File: config.mk
export PLATFORM = sky130hd
export DESIGN_NAME = dual_pair_issue
export DESIGN_NICKNAME = d
export VERILOG_FILES = /design/src/rtl/pair_pkg.sv /design/src/rtl/pair_slot_mux.sv /design/src/rtl/pair_hazard_chk.sv /design/src/rtl/dual_pair_issue.sv
export SDC_FILE = /design/constraint.sdc
export NUM_CORES = 1
export LEC_CHECK = 0
export BUFFER_PORTS_ARGS = -buffer_cell sky130_fd_sc_hd__buf_2
export CORE_MARGIN = 2
export CORE_UTILIZATION = 40
export DETAILED_ROUTE_END_ITERATION = 8
export PLACE_DENSITY = 0.83
export SETUP_SLACK_MARGIN = 0.15
export SYNTH_ARGS = -nofsm -noshare
export SYNTH_HDL_FRONTEND = slang
export SYNTH_SLANG_ARGS = --single-unit
File: constraint.sdc
create_clock -name clk -period 2.65 [get_ports clk]
set_clock_uncertainty 0.2 [all_clocks]
set_input_delay 0.265 -clock clk [delete_from_list [all_inputs] [get_ports clk]]
set_output_delay 0.265 -clock clk [all_outputs]
set_load 0.05 [all_outputs]
File: src/rtl/pair_pkg.sv
package pair_pkg;
    parameter int REG_W = 5;
    parameter int TAG_W = 4;

    typedef struct packed {
        logic             vld;
        logic [REG_W-1:0] dst;
        logic [REG_W-1:0] src_a;
        logic [REG_W-1:0] src_b;
        logic             wen;
        logic             sec_ok;
        logic             dual;
        logic [TAG_W-1:0] tag;
    } slot_t;

    typedef struct packed {
        slot_t hold;
    } state_t;
endpackage

File: src/rtl/pair_slot_mux.sv
module pair_slot_mux
    import pair_pkg::*;
(
    input  slot_t hold,
    input  slot_t in_old,
    input  slot_t in_yng,
    output slot_t e_old,
    output slot_t e_yng
);
    // A held instruction takes the older position; the incoming older slot becomes its partner.
    always_comb begin
        if (hold.vld) begin
            e_old = hold;
            e_yng = in_old;
        end else begin
            e_old = in_old;
            e_yng = in_yng;
        end
    end
endmodule

File: src/rtl/pair_hazard_chk.sv
module pair_hazard_chk
    import pair_pkg::*;
(
    input  slot_t e_old,
    input  slot_t e_yng,
    output logic  pair_ok
);
    localparam logic [REG_W-1:0] ZERO_REG = '0;

    logic old_writes;
    logic raw_hit;
    logic waw_hit;
    logic class_ok;

    always_comb begin
        old_writes = e_old.wen && (e_old.dst != ZERO_REG);
        raw_hit    = old_writes && ((e_yng.src_a == e_old.dst) || (e_yng.src_b == e_old.dst));
        waw_hit    = old_writes && e_yng.wen && (e_yng.dst == e_old.dst);
        class_ok   = e_yng.sec_ok && !e_yng.dual && !e_old.dual;
        pair_ok    = e_old.vld && e_yng.vld && class_ok && !raw_hit && !waw_hit;
    end
endmodule

File: src/rtl/dual_pair_issue.sv
module dual_pair_issue
    import pair_pkg::*;
(
    input  logic             clk,
    input  logic             rst_n,
    input  logic             dn_stall,
    input  logic             o_vld,
    input  logic [REG_W-1:0] o_dst,
    input  logic [REG_W-1:0] o_src_a,
    input  logic [REG_W-1:0] o_src_b,
    input  logic             o_wen,
    input  logic             o_sec_ok,
    input  logic             o_dual,
    input  logic [TAG_W-1:0] o_tag,
    input  logic             y_vld,
    input  logic [REG_W-1:0] y_dst,
    input  logic [REG_W-1:0] y_src_a,
    input  logic [REG_W-1:0] y_src_b,
    input  logic             y_wen,
    input  logic             y_sec_ok,
    input  logic             y_dual,
    input  logic [TAG_W-1:0] y_tag,
    output logic [1:0]       issue,
    output logic [TAG_W-1:0] main_tag,
    output logic [TAG_W-1:0] sec_tag,
    output logic             yng_stall,
    output logic             yng_taken
);
    localparam slot_t EMPTY_SLOT = '0;

    slot_t  in_old, in_yng, e_old, e_yng;
    logic   pair_ok;
    state_t st_d, st_q;
    logic   hold_vld;

    assign in_old = '{vld: o_vld, dst: o_dst, src_a: o_src_a, src_b: o_src_b,
                      wen: o_wen, sec_ok: o_sec_ok, dual: o_dual, tag: o_tag};
    assign in_yng = '{vld: y_vld, dst: y_dst, src_a: y_src_a, src_b: y_src_b,
                      wen: y_wen, sec_ok: y_sec_ok, dual: y_dual, tag: y_tag};
    assign hold_vld = st_q.hold.vld;

    pair_slot_mux u_mux (
        .hold   (st_q.hold),
        .in_old (in_old),
        .in_yng (in_yng),
        .e_old  (e_old),
        .e_yng  (e_yng)
    );

    pair_hazard_chk u_haz (
        .e_old   (e_old),
        .e_yng   (e_yng),
        .pair_ok (pair_ok)
    );

    always_comb begin
        st_d      = st_q;
        issue     = 2'b00;
        main_tag  = '0;
        sec_tag   = '0;
        yng_stall = 1'b0;
        yng_taken = 1'b0;
        if (!dn_stall) begin
            yng_taken = !st_q.hold.vld;
            st_d.hold = EMPTY_SLOT;
            if (e_old.vld) begin
                issue[0] = 1'b1;
                main_tag = e_old.tag;
                if (pair_ok) begin
                    issue[1] = 1'b1;
                    sec_tag  = e_yng.tag;
                end else if (e_yng.vld) begin
                    yng_stall = 1'b1;
                    st_d.hold = e_yng;
                end
            end else if (e_yng.vld) begin
                // Empty older position: promote without any pairing test.
                issue[0] = 1'b1;
                main_tag = e_yng.tag;
            end
        end
    end

    always_ff @(posedge clk or negedge rst_n) begin
        if (!rst_n) begin
            st_q <= '0;
        end else begin
            st_q <= st_d;
        end
    end
endmodule

==> results of run 1 <==
## metrics by stage
stage                     utilization [%]  area [um^2]  setup WS, ns  power (W)  cells
final                               65.52         1838     -0.009931  0.0006804    267
after floorplan                         -         1220       0.04616  0.0003910    160
after global placement              56.29         1579       0.05124  0.0004771    251
after detailed placement            56.29         1579      0.007876  0.0004832    251
after global routing                65.52         1838      -0.09962  0.0007248    267
after CTS                           63.60         1784     -0.007810  0.0006692    266
## power by group
group / total (W) / internal, W / leakage (nW) / switching [W]
Sequential: 0.000220 / 0.000200 / 0.153 / 0.0000196
Combinational: 0.000312 / 0.000143 / 0.705 / 0.000169
Clock: 0.000149 / 0.0000836 / 0.0210 / 0.0000650
## sequential cells by signal (all words and copies together), names as in the netlist
name	count
st_q	11
hold_vld	1
## layout make-up
| class | instances | area, um^2 |
|---|---|---|
| fillers | 247 | 967.2 |
| repair buffers | 82 | 531.8 |
| flip-flops and latches | 12 | 306.5 |
| inverters | 5 | 21.27 |
| clock buffers | 4 | 36.28 |
| multi-input cells | 133 | 903.4 |
| well taps | 31 | 38.79 |
## worst max-delay path by stage
stage	from	end	slack, ns	cells past startpoint
final	hold_vld	sec_tag[0]	-0.01	9
after global routing	hold_vld	sec_tag[3]	-0.1	9
after CTS	hold_vld	sec_tag[2]	-0.008	8
after detailed placement	o_dst[0]	sec_tag[1]	0.008	9
after global placement	o_dst[0]	sec_tag[1]	0.05	9
after floorplan	o_dst[1]	sec_tag[0]	0.05	8
## worst reg2reg max path: cells and delay by family (launching register included)
kind / cells / cell delay, ns
and+or+nand+nor: 1 / 0.15
DFF: 1 / 0.44
AOI/OAI and AO/OA: 3 / 0.45
muxes: 1 / 0.25
xor gates and xnor gates: 1 / 0.17
buffers and inverters: 4 / 0.53
## cell usage in the layout, fill, tap and decap left out, drive strengths merged
cell         instances
dlygate4sd3          1
o211ai               2
o21ai               15
inv                  5
nor3                 5
o31ai                1
dfrtp               12
a31oi                4
nand2               23
nor2                23
xor2                13
a21oi               10
nor4                 2
nand4                3
a21o                 1
clkbuf               4
or4                  1
mux2i               10
or3                  1
buf                 81
a211o                1
xnor2               12
nand2b               1
nor3b                1
and3                 1
mux2                 3
## routing by layer
layer	wire, um	vias up	part of all wire, %
met3	196	0	5.3
met4	0	0	0
met1	1610	656	43
met2	1921	46	52
li1	-	696	-
met5	0	-	0
## timing repair
| action | CTS | global route |
|---|---|---|
| hold buffers | 1 | 0 |
| buffers inserted | 10 | 1 |
| hold endpoints to repair | 12 | 0 |
| resized for setup | 25 | 11 |
| setup endpoints to repair | 6 | 6 |
| pin swaps | 12 | 9 |
| gates cloned | 0 | 0 |
## cell families after synthesis
group / count (synthesis) / synth area share [%]
compound gates: 34 / 17.79
xor+xnor: 25 / 18.10
buf+inv: 15 / 6.101
flops: 12 / 24.82
mux: 13 / 11.07
simple gates: 61 / 22.13
==> summary.txt, run 1 <==
Sequential-to-total area share from yosys stat -> 24.82%
Path type of the worst setup path -> register to primary output
Max Slew Vio Count -> 0
Hold_sp -> y_dst[0]
HP Class -> input pin to register
Failing checks -> negative setup slack
Final hold slack -> 0.1142 ns
Slew margin rel. -> 75.52%
ANT nets after route -> 0
Hold depth -> 3
GRT Util Overall -> 21.89%
Final setup fails -> 5
IR Drop Worst-Case VDD -> 330.4 uV
Mapped Avg Cell Area -> 7.562 um^2
CTS root buffer -> clkbuf_4
Row cnt -> 19
Area Growth Syn to Fin -> 51.91%
Core area -> 2805 um^2
Ratio of cells with drive above 1 in the final layout -> 45.34%
WL per Instance -> 13.96 um
DIE AREA -> 3480 um^2
Die Wd -> 59.00 um
Top cells by count, synth -> 23 x nand2_1, 23 x nor2_1, 14 x o21ai_0
CP max stage cell -> or3_4
Met1 Use GR -> 28.26%
Worst setup margin -> -0.009931 ns
Met3 usage -> 3.930%
Register bit total from synthesis -> 12
Num ports -> 61
Worst path bufs/invs -> 3
Setup TNS -> -0.03583 ns
Synthesized cell area -> 1210 um^2
Leakage -> 0.8794 nW
Startpoint class of the critical path -> register
Initial Utilization -> 43.13%
Final #Nets -> 286
Syn_nets -> 209
GRT met2 Usage -> 39.37%
Layer with the highest usage -> met2
RePlAce Congestion -> 0.9069
Final Hold Vio Count -> 0
Tcrit/Tclk final -> 100.4%
DRC violations left -> 0
Synthesis warning total -> 0
Worst R2R Start -> hold_vld
Worst-margin pin slew -> 0.3644 ns
Min Tclk post-route -> 2.660 ns
Max clock buf depth -> 2
Global-route wire length before repair -> 5830 um
Library cells used by synthesis -> 28
Largest net degree at the start of global routing -> 20
Clk slew on worst S/H paths -> 0.08 ns
Top post-synthesis cells by area -> dfrtp_1 25%, xor2_1 9.4%, xnor2_1 8.7%
Fraction of registers with async set/reset -> 100.0%
Achievable clock frequency -> 376.0 MHz
Synth area leader -> dfrtp_1
Most used DFF post-synth -> dfrtp_1
WP data arrival -> 2.19 ns
Delay-heaviest family, CP -> simple AND/OR/NAND/NOR gates
Grt ovf -> 0
Buffers added on ports -> 60
Final WL -> 3728 um
Worst Reg-to-Reg Cells -> 10
Syn Inst Count -> 160
Vias in the first global route -> 1370
H-tree level count -> 1
Antenna Cells -> 0
RSZ-0062 raised after global routing -> yes
Most frequent CP cell -> buf_6
Hold endpoint -> st_q[17]
Post-synth EDFFs -> 0
Clk_lat worst skew -> 0.28 ns
R2r setup slk -> 0.38 ns
Required @ worst endpoint -> 2.18 ns
Status -> complete, but fails checks
Power per cell area -> 370.2 nW/um^2
Detailed Routing Iterations Pass 1 -> 4
CTS tree -> yes
DR iter-0 viols -> 49
Max Fanout on Critical Path -> 5
Critical path, cell by cell -> buf_6, buf_6, o211ai_1, a21oi_1, nand4_1, a31oi_4, or3_4, nor2_4, buf_6
Vias per cell -> 5.236
Dpl hpwl -> 2635 um
Detailed-route via count -> 1398
Max incr delay on CP -> 0.47 ns
Top cell type's share of synthesized area -> 24.82%
Initial antenna violation count -> 0
CP endpoint kind -> primary output
CTS Buf Count -> 3
Max Cap Viol -> 0
R2r endpoint -> st_q[2]
Die Y -> 59.00 um
Clock sink count -> 12
No activity file was read; power rests on OpenSTA's default activity.
==> run 2, diff against run 1 <==
- ABC_AREA: default -> 1
- PLACE_DENSITY: 0.83 -> 0.78
- REMOVE_ABC_BUFFERS: default -> 1
- SLEW_MARGIN: default -> 20
==> run 2 against run 1 <==
  * Non-clock buffer count is 8 lower
  * Global-route usage is 2.0 points lower
  * Final cell count rose by 53%
  * Largest power group unchanged
  * Critical endpoint is now sec_tag[2]
  * Synthesized cell count is 83% higher
  * Worst hold slack improved by 0.021 ns
  * The run now ends clean
  * Sequential power shrank 2%
  * Critical path depth fell by 1
  * Highest routed layer is now met4
==> summary.txt, run 2 <==
Status -> finished clean
Register bit total from synthesis -> 12 (unchanged)
Startpoint class of the critical path -> register
Antenna Cells -> 0 (unchanged)
CTS Buf Count -> 3 (unchanged)
Final setup fails -> 0 (-5)
Most frequent cells in the layout -> 141 x nand2_1, 54 x buf_2, 34 x inv_1
Pre-CTS WS -> 0.1120 ns (+0.1042 ns)
Core area -> 3943 um^2 (+41%)
Setup TNS -> 0 ns (+0.03583 ns)
Vias in the first global route -> 1713 (+25%)
Critical path, cell by cell -> buf_4, bufbuf_16, nand2_1, nand3_1, nor3_4, nand3_4, nor3_2, buf_6
Max Fanout on Critical Path -> 15 (+10)
Final #Nets -> 409 (+43%)
Sequential-to-total area share from yosys stat -> 18.58% (-6.2 points)
R2r endpoint -> st_q[2]
ANT nets after route -> 0 (unchanged)
Initial antenna violation count -> 0 (unchanged)
Hold depth -> 3 (unchanged)
HP Class -> input pin to register
Top cell type's share of synthesized area -> 33.90% (+9.1 points)
R2r setup slk -> 0.28 ns (-0.10 ns)
Total power -> 0.0008865 W (+30%)
Most used DFF post-synth -> dfrtp_1
RePlAce Congestion -> 0.8433 (-7.0%)
IR Drop Worst-Case VDD -> 275.9 uV (-16%)
Top-count cell post-synth -> nand2_1
Detailed Routing Iterations Pass 1 -> 4 (unchanged)
Area Growth Syn to Fin -> 38.08%
Worst Reg-to-Reg Cells -> 11 (+1)
Clk_lat worst skew -> 0.24 ns (-0.04 ns)
RSZ-0062 raised after global routing -> yes
Synthesis warning total -> 0 (unchanged)
CTS tree -> yes
Leakage -> 1.322 nW (+50%)
Post-synth EDFFs -> 0 (unchanged)
Vias per cell -> 4.709 (-10%)
Tcrit/Tclk final -> 96.12% (-4.3 points)
Top reg by flops -> st_q
Slew margin rel. -> 71.11% (-4.4 points)
Die Y -> 67.57 um (+15%)
Synth area leader -> nand2_1
CTS root buffer -> clkbuf_8
CP max stage cell -> dfrtp_2
Initial Utilization -> 41.00% (-2.1 points)
DRC violations left -> 0 (unchanged)
Max Cap Viol -> 0 (unchanged)
Area of the multi-input gates -> 1116 um^2 (+24%)
Buffers added on ports -> 60 (unchanged)
Library cells used by synthesis -> 27 (-3.6%)
Most common cell after layout, fill and taps aside -> nand2_1
Max incr delay on CP -> 0.47 ns (about the same)
Fill count -> 376 (+52%)
Finished Cell Area -> 2232 um^2 (+21%)
Top post-synthesis cells by area -> nand2_1 34%, dfrtp_1 19%, inv_1 8.4%
Top cells by count, synth -> 146 x nand2_1, 36 x inv_1, 19 x o21ai_0
Achievable clock frequency -> 392.6 MHz (+4.4%)
Dpl hpwl -> 3059 um (+16%)
Mapped Avg Cell Area -> 5.517 um^2 (-27%)
Worst setup margin -> 0.1029 ns (+0.1128 ns)
Clk slew on worst S/H paths -> 0.06 ns (-0.02 ns)
Num ports -> 61 (unchanged)
Worst R2R Start -> hold_vld
Fraction of registers with async set/reset -> 100.0% (unchanged)
Final Hold Vio Count -> 0 (unchanged)
Syn Inst Count -> 293 (+83%)
Min Tclk post-route -> 2.547 ns (-0.1128 ns)
CP endpoint kind -> primary output
Worst-margin pin slew -> 0.4334 ns (+0.06900 ns)
Max clock buf depth -> 2 (unchanged)
Die Wd -> 67.57 um (+15%)
Final WL -> 4469 um (+20%)
Area after DPL -> 1909 um^2 (+21%)
Clock sink count -> 12 (unchanged)
Largest net degree at the start of global routing -> 23 (+15%)
Power per cell area -> 397.2 nW/um^2 (+7.3%)
Number of flip-flops under the largest register name -> 11 (unchanged)
Synthesized cell area -> 1617 um^2 (+34%)
Path type of the worst setup path -> register to primary output
Max Slew Vio Count -> 0 (unchanged)
GRT Util Overall -> 19.92% (-2.0 points)
DR iter-0 viols -> 104 (+110%)
Global-route wire length before repair -> 7189 um (+23%)
Row cnt -> 23 (+4)
Hold endpoint -> st_q[4]
Grt ovf -> 0 (unchanged)
Hold_sp -> y_vld
Ratio of cells with drive above 1 in the final layout -> 33.70% (-12 points)
Required @ worst endpoint -> 2.18 ns (about the same)
Register Area -> 301.5 um^2 (-1.6%)
DIE AREA -> 4566 um^2 (+31%)
H-tree level count -> 1 (unchanged)
Detailed-route via count -> 1926 (+38%)
WP data arrival -> 2.08 ns (-0.11 ns)
WL per Instance -> 10.93 um (-22%)
-- run 2: cells by family (layout without fill, tap and decap cells) --
family / after synthesis / count (layout) / share of synthesized area, %
xor+xnor: 1 / 1 / 0.5419
buf+inv: 51 / 117 / 16.25
simple gates: 202 / 202 / 55.34
compound gates: 27 / 27 / 9.288
flops: 12 / 12 / 18.58
-- run 2: final cells by class --
cell class / count / share of cell area, %
inverter: 38 / 7.567
timing repair buffer: 74 / 22.93
multi-input combinational: 230 / 50.00
tap: 50 / 2.803
sequential: 12 / 13.51
timing repair inverter: 1 / 0.7287
clock buffer: 4 / 2.466
-- run 2: what timing repair did --
| item | in CTS | in global routing |
|---|---|---|
| hold endpoints to repair | 12 | 0 |
| pin swaps | 1 | 1 |
| cloned | 2 | 1 |
| hold buffers | 1 | 0 |
| setup buffers | 5 | 2 |
| endpoints found under the setup margin | 6 | 6 |
| gates resized for setup | 17 | 25 |
-- run 2: worst max-delay path: cells and delay by family (launching register included) --
kind                   cells  cell delay [ns]
AND/OR/NAND/NOR            5             0.76
buffers and inverters      3             0.61
flip-flops                 1             0.47
-- run 2: how the worst max path moves through the flow --
stage                         from  slack, ns  cells past startpoint         end
after floorplan           hold_vld      -0.63                     10    issue[1]
after global placement    hold_vld       0.15                     13  sec_tag[3]
after detailed placement  hold_vld       0.11                     13  sec_tag[3]
after CTS                 hold_vld       0.15                     15   yng_stall
after global routing      hold_vld      -0.04                     14   yng_stall
final                     hold_vld       0.10                      8  sec_tag[2]
-- run 2: metrics by stage --
stage                     instances  utilization (%)  hold WS [ns]
after floorplan                 280                -       -0.2306
after global placement          394            48.43      -0.03700
after detailed placement        394            48.43      -0.03490
after CTS                       406            53.70        0.1200
after global routing            409            56.62        0.1735
final                           409            56.62        0.1355
-- run 2: routing by layer --
metal	GRT usage [%]	vias up	share of wire, %
met4	3.827	0	0.47
li1	-	1031	-
met3	2.500	4	7.0
met2	36.40	61	50
met5	0	-	0
met1	24.92	830	42
-- run 2: power by group --
part	internal (W)	leakage, nW	switching, W
Sequential	0.000201	0.159	0.0000146
Combinational	0.000180	1.13	0.000289
Clock	0.000131	0.0288	0.0000700
Total	0.000513	1.32	0.000374
==> run 3, diff against run 2 <==
- CORE_UTILIZATION: 40 -> 30
- PLACE_DENSITY: 0.78 -> 0.64
==> run 3 against run 2 <==
  * Setup slack got worse by 0.069 ns
  * Die area increased by 31%
  * First-iteration DRC count shrank 23%
  * Power is 4.9% higher
  * Maximum frequency is 2.6% lower
  * Worst hold slack worse by 0.010 ns
  * Utilization shrank 11 points
  * Non-clock buffer count increased by 1
  * Sequential cell count is the same
  * Critical path type unchanged
  * Largest cell class unchanged
==> summary.txt, run 3 (synthesized netlist as in run 2, its figures left out) <==
Status -> finished clean
Achievable clock frequency -> 382.3 MHz (-2.6%)
Worst R2R Start -> hold_vld
Row cnt -> 26 (+13%)
Final WL -> 4985 um (+12%)
HP Class -> input pin to register
WP data arrival -> 2.15 ns (+0.07 ns)
Hold_sp -> y_vld
Final Hold Vio Count -> 0 (unchanged)
CP endpoint kind -> primary output
Core area -> 5140 um^2 (+30%)
Clock Power Share -> 21.5% (-1.2 points)
Largest net degree at the start of global routing -> 20 (-13%)
Clk_lat worst skew -> 0.24 ns (about the same)
Finished Cell Area -> 2355 um^2 (+5.5%)
Most frequent cells in the layout -> 132 x nand2_1, 54 x buf_2, 34 x inv_1
R2r setup slk -> 0.29 ns (about the same)
Max Cap Viol -> 0 (unchanged)
Area Growth Syn to Fin -> 45.67%
Worst Reg-to-Reg Cells -> 14 (+3)
Grt ovf -> 0 (unchanged)
RSZ-0062 raised after global routing -> yes
Seq pwr share -> 23.4% (-1.0 points)
Hold depth -> 3 (unchanged)
DR iter-0 viols -> 80 (-23%)
H-tree level count -> 1 (unchanged)
Worst setup margin -> 0.03419 ns (-0.06866 ns)
GRT Util Overall -> 16.05% (-3.9 points)
DRC violations left -> 0 (unchanged)
WL per Instance -> 11.59 um (+6.1%)
Max clock buf depth -> 2 (unchanged)
CTS tree -> yes
Buffers added on ports -> 60 (unchanged)
Ratio of cells with drive above 1 in the final layout -> 36.94% (+3.2 points)
CTS Buf Count -> 3 (unchanged)
Global-route wire length before repair -> 8128 um (+13%)
Clock sink count -> 12 (unchanged)
Area after DPL -> 1934 um^2 (+1.3%)
Sw Ratio -> 42.49% (+0.34 points)
Final #Nets -> 410 (+0.24%)
Number of flip-flops under the largest register name -> 11 (unchanged)
Vias in the first global route -> 1867 (+9.0%)
Detailed-route via count -> 1954 (+1.5%)
Path type of the worst setup path -> register to primary output
Min Tclk post-route -> 2.616 ns (+0.06866 ns)
Die Wd -> 77.41 um (+15%)
Logic pwr share -> 55.1% (+2.2 points)
Initial antenna violation count -> 0 (unchanged)
Cell-internal power -> 0.0005347 W (+4.3%)
Tcrit/Tclk final -> 98.71% (+2.6 points)
Detailed Routing Iterations Pass 1 -> 4 (unchanged)
Most common cell after layout, fill and taps aside -> nand2_1
Hold endpoint -> st_q[4]
R2r endpoint -> st_q[3]
Num ports -> 61 (unchanged)
Clk slew on worst S/H paths -> 0.06 ns (about the same)
Initial Utilization -> 31.45% (-9.6 points)
P_sw -> 0.0003950 W (+5.7%)
Leakage -> 1.351 nW (+2.2%)
Antenna Cells -> 0 (unchanged)
Vias per cell -> 4.544 (-3.5%)
DIE AREA -> 5992 um^2 (+31%)
Final setup fails -> 0 (unchanged)
IR Drop Worst-Case VDD -> 300.2 uV (+8.8%)
Dpl hpwl -> 3252 um (+6.3%)
Startpoint class of the critical path -> register
Slew margin rel. -> 64.98% (-6.1 points)
Pre-CTS WS -> 0.1443 ns (+0.03227 ns)
Max Fanout on Critical Path -> 8 (-7)
ANT nets after route -> 0 (unchanged)
Power per cell area -> 394.8 nW/um^2 (-0.59%)
Max Slew Vio Count -> 0 (unchanged)
Top reg by flops -> st_q
Worst-margin pin slew -> 0.5198 ns (+0.08644 ns)
RePlAce Congestion -> 0.7735 (-8.3%)
CTS root buffer -> clkbuf_8
Die Y -> 77.41 um (+15%)
Required @ worst endpoint -> 2.18 ns (about the same)
[run 3: power by group through the flow]
| stage | registers [W] | clock network (W) | logic, W |
|---|---|---|---|
| finish | 0.000218 | 0.000199 | 0.000513 |
| detailed placement | 0.000215 | 0 | 0.000396 |
| floorplan | 0.000229 | 0 | 0.000257 |
| global placement | 0.000215 | 0 | 0.000393 |
| CTS | 0.000215 | 0.000201 | 0.000451 |
| global route | 0.000219 | 0.000213 | 0.000568 |
[run 3: final cells by class]
type                            instances  area (um^2)
Fill cell                             558         2785
Multi-Input combinational cell        230         1171
Sequential cell                        12        301.5
Clock buffer                            4        55.05
Timing Repair Buffer                   75        564.3
Timing Repair inverter                  1        16.27
Tap cell                               70        87.58
Inverter                               38        158.9
[run 3: critical path: stages, from the launching register on]
cell	delay (ns)
dfrtp_2	0.47
buf_12	0.16
buf_16	0.13
o21ai_4	0.18
inv_2	0.08
nand2_1	0.06
nand2_1	0.05
nor2_1	0.10
nand2_1	0.06
nand2_1	0.07
nand2_2	0.06
nand3_4	0.17
nand2_2	0.09
inv_2	0.08
buf_8	0.14
[run 3: timing repair]
action | CTS | global route
pin swaps | 2 | 5
cloned | 3 | 2
hold buffers | 1 | 0
setup endpoints to repair | 6 | 6
setup buffers | 2 | 4
hold endpoints to repair | 12 | 0
gates resized for setup | 25 | 33
[run 3: routing by layer]
| metal | track usage, % | share of wire, % | routed length, um |
|---|---|---|---|
| met5 | 0 | 0 | 0 |
| met4 | 2.500 | 1.1 | 55 |
| met3 | 1.977 | 6.5 | 326 |
| met2 | 29.83 | 50 | 2497 |
| met1 | 20.10 | 42 | 2105 |
[run 3: per-stage QoR]
stage	power, W	hold WS (ns)	utilization, %	TNS [ns]	cells
2_1_floorplan	0.0004866	-0.2306	-	-6.268	280
3_3_place_gp	0.0006083	-0.04130	37.63	0	414
3_5_place_dp	0.0006107	-0.03770	37.63	0	414
4_1_cts	0.0008667	0.1240	42.19	0	424
5_1_grt	0.0009996	0.1712	45.81	-0.3762	430
6_report	0.0009297	0.1254	45.81	0	430
[run 3: worst max path at each step]
stage	startpoint	end	slack [ns]
2_1_floorplan	hold_vld	issue[1]	-0.63
3_3_place_gp	hold_vld	yng_stall	0.18
3_5_place_dp	hold_vld	yng_stall	0.14
4_1_cts	hold_vld	yng_stall	0.09
5_1_grt	hold_vld	yng_stall	-0.10
6_report	hold_vld	yng_stall	0.03
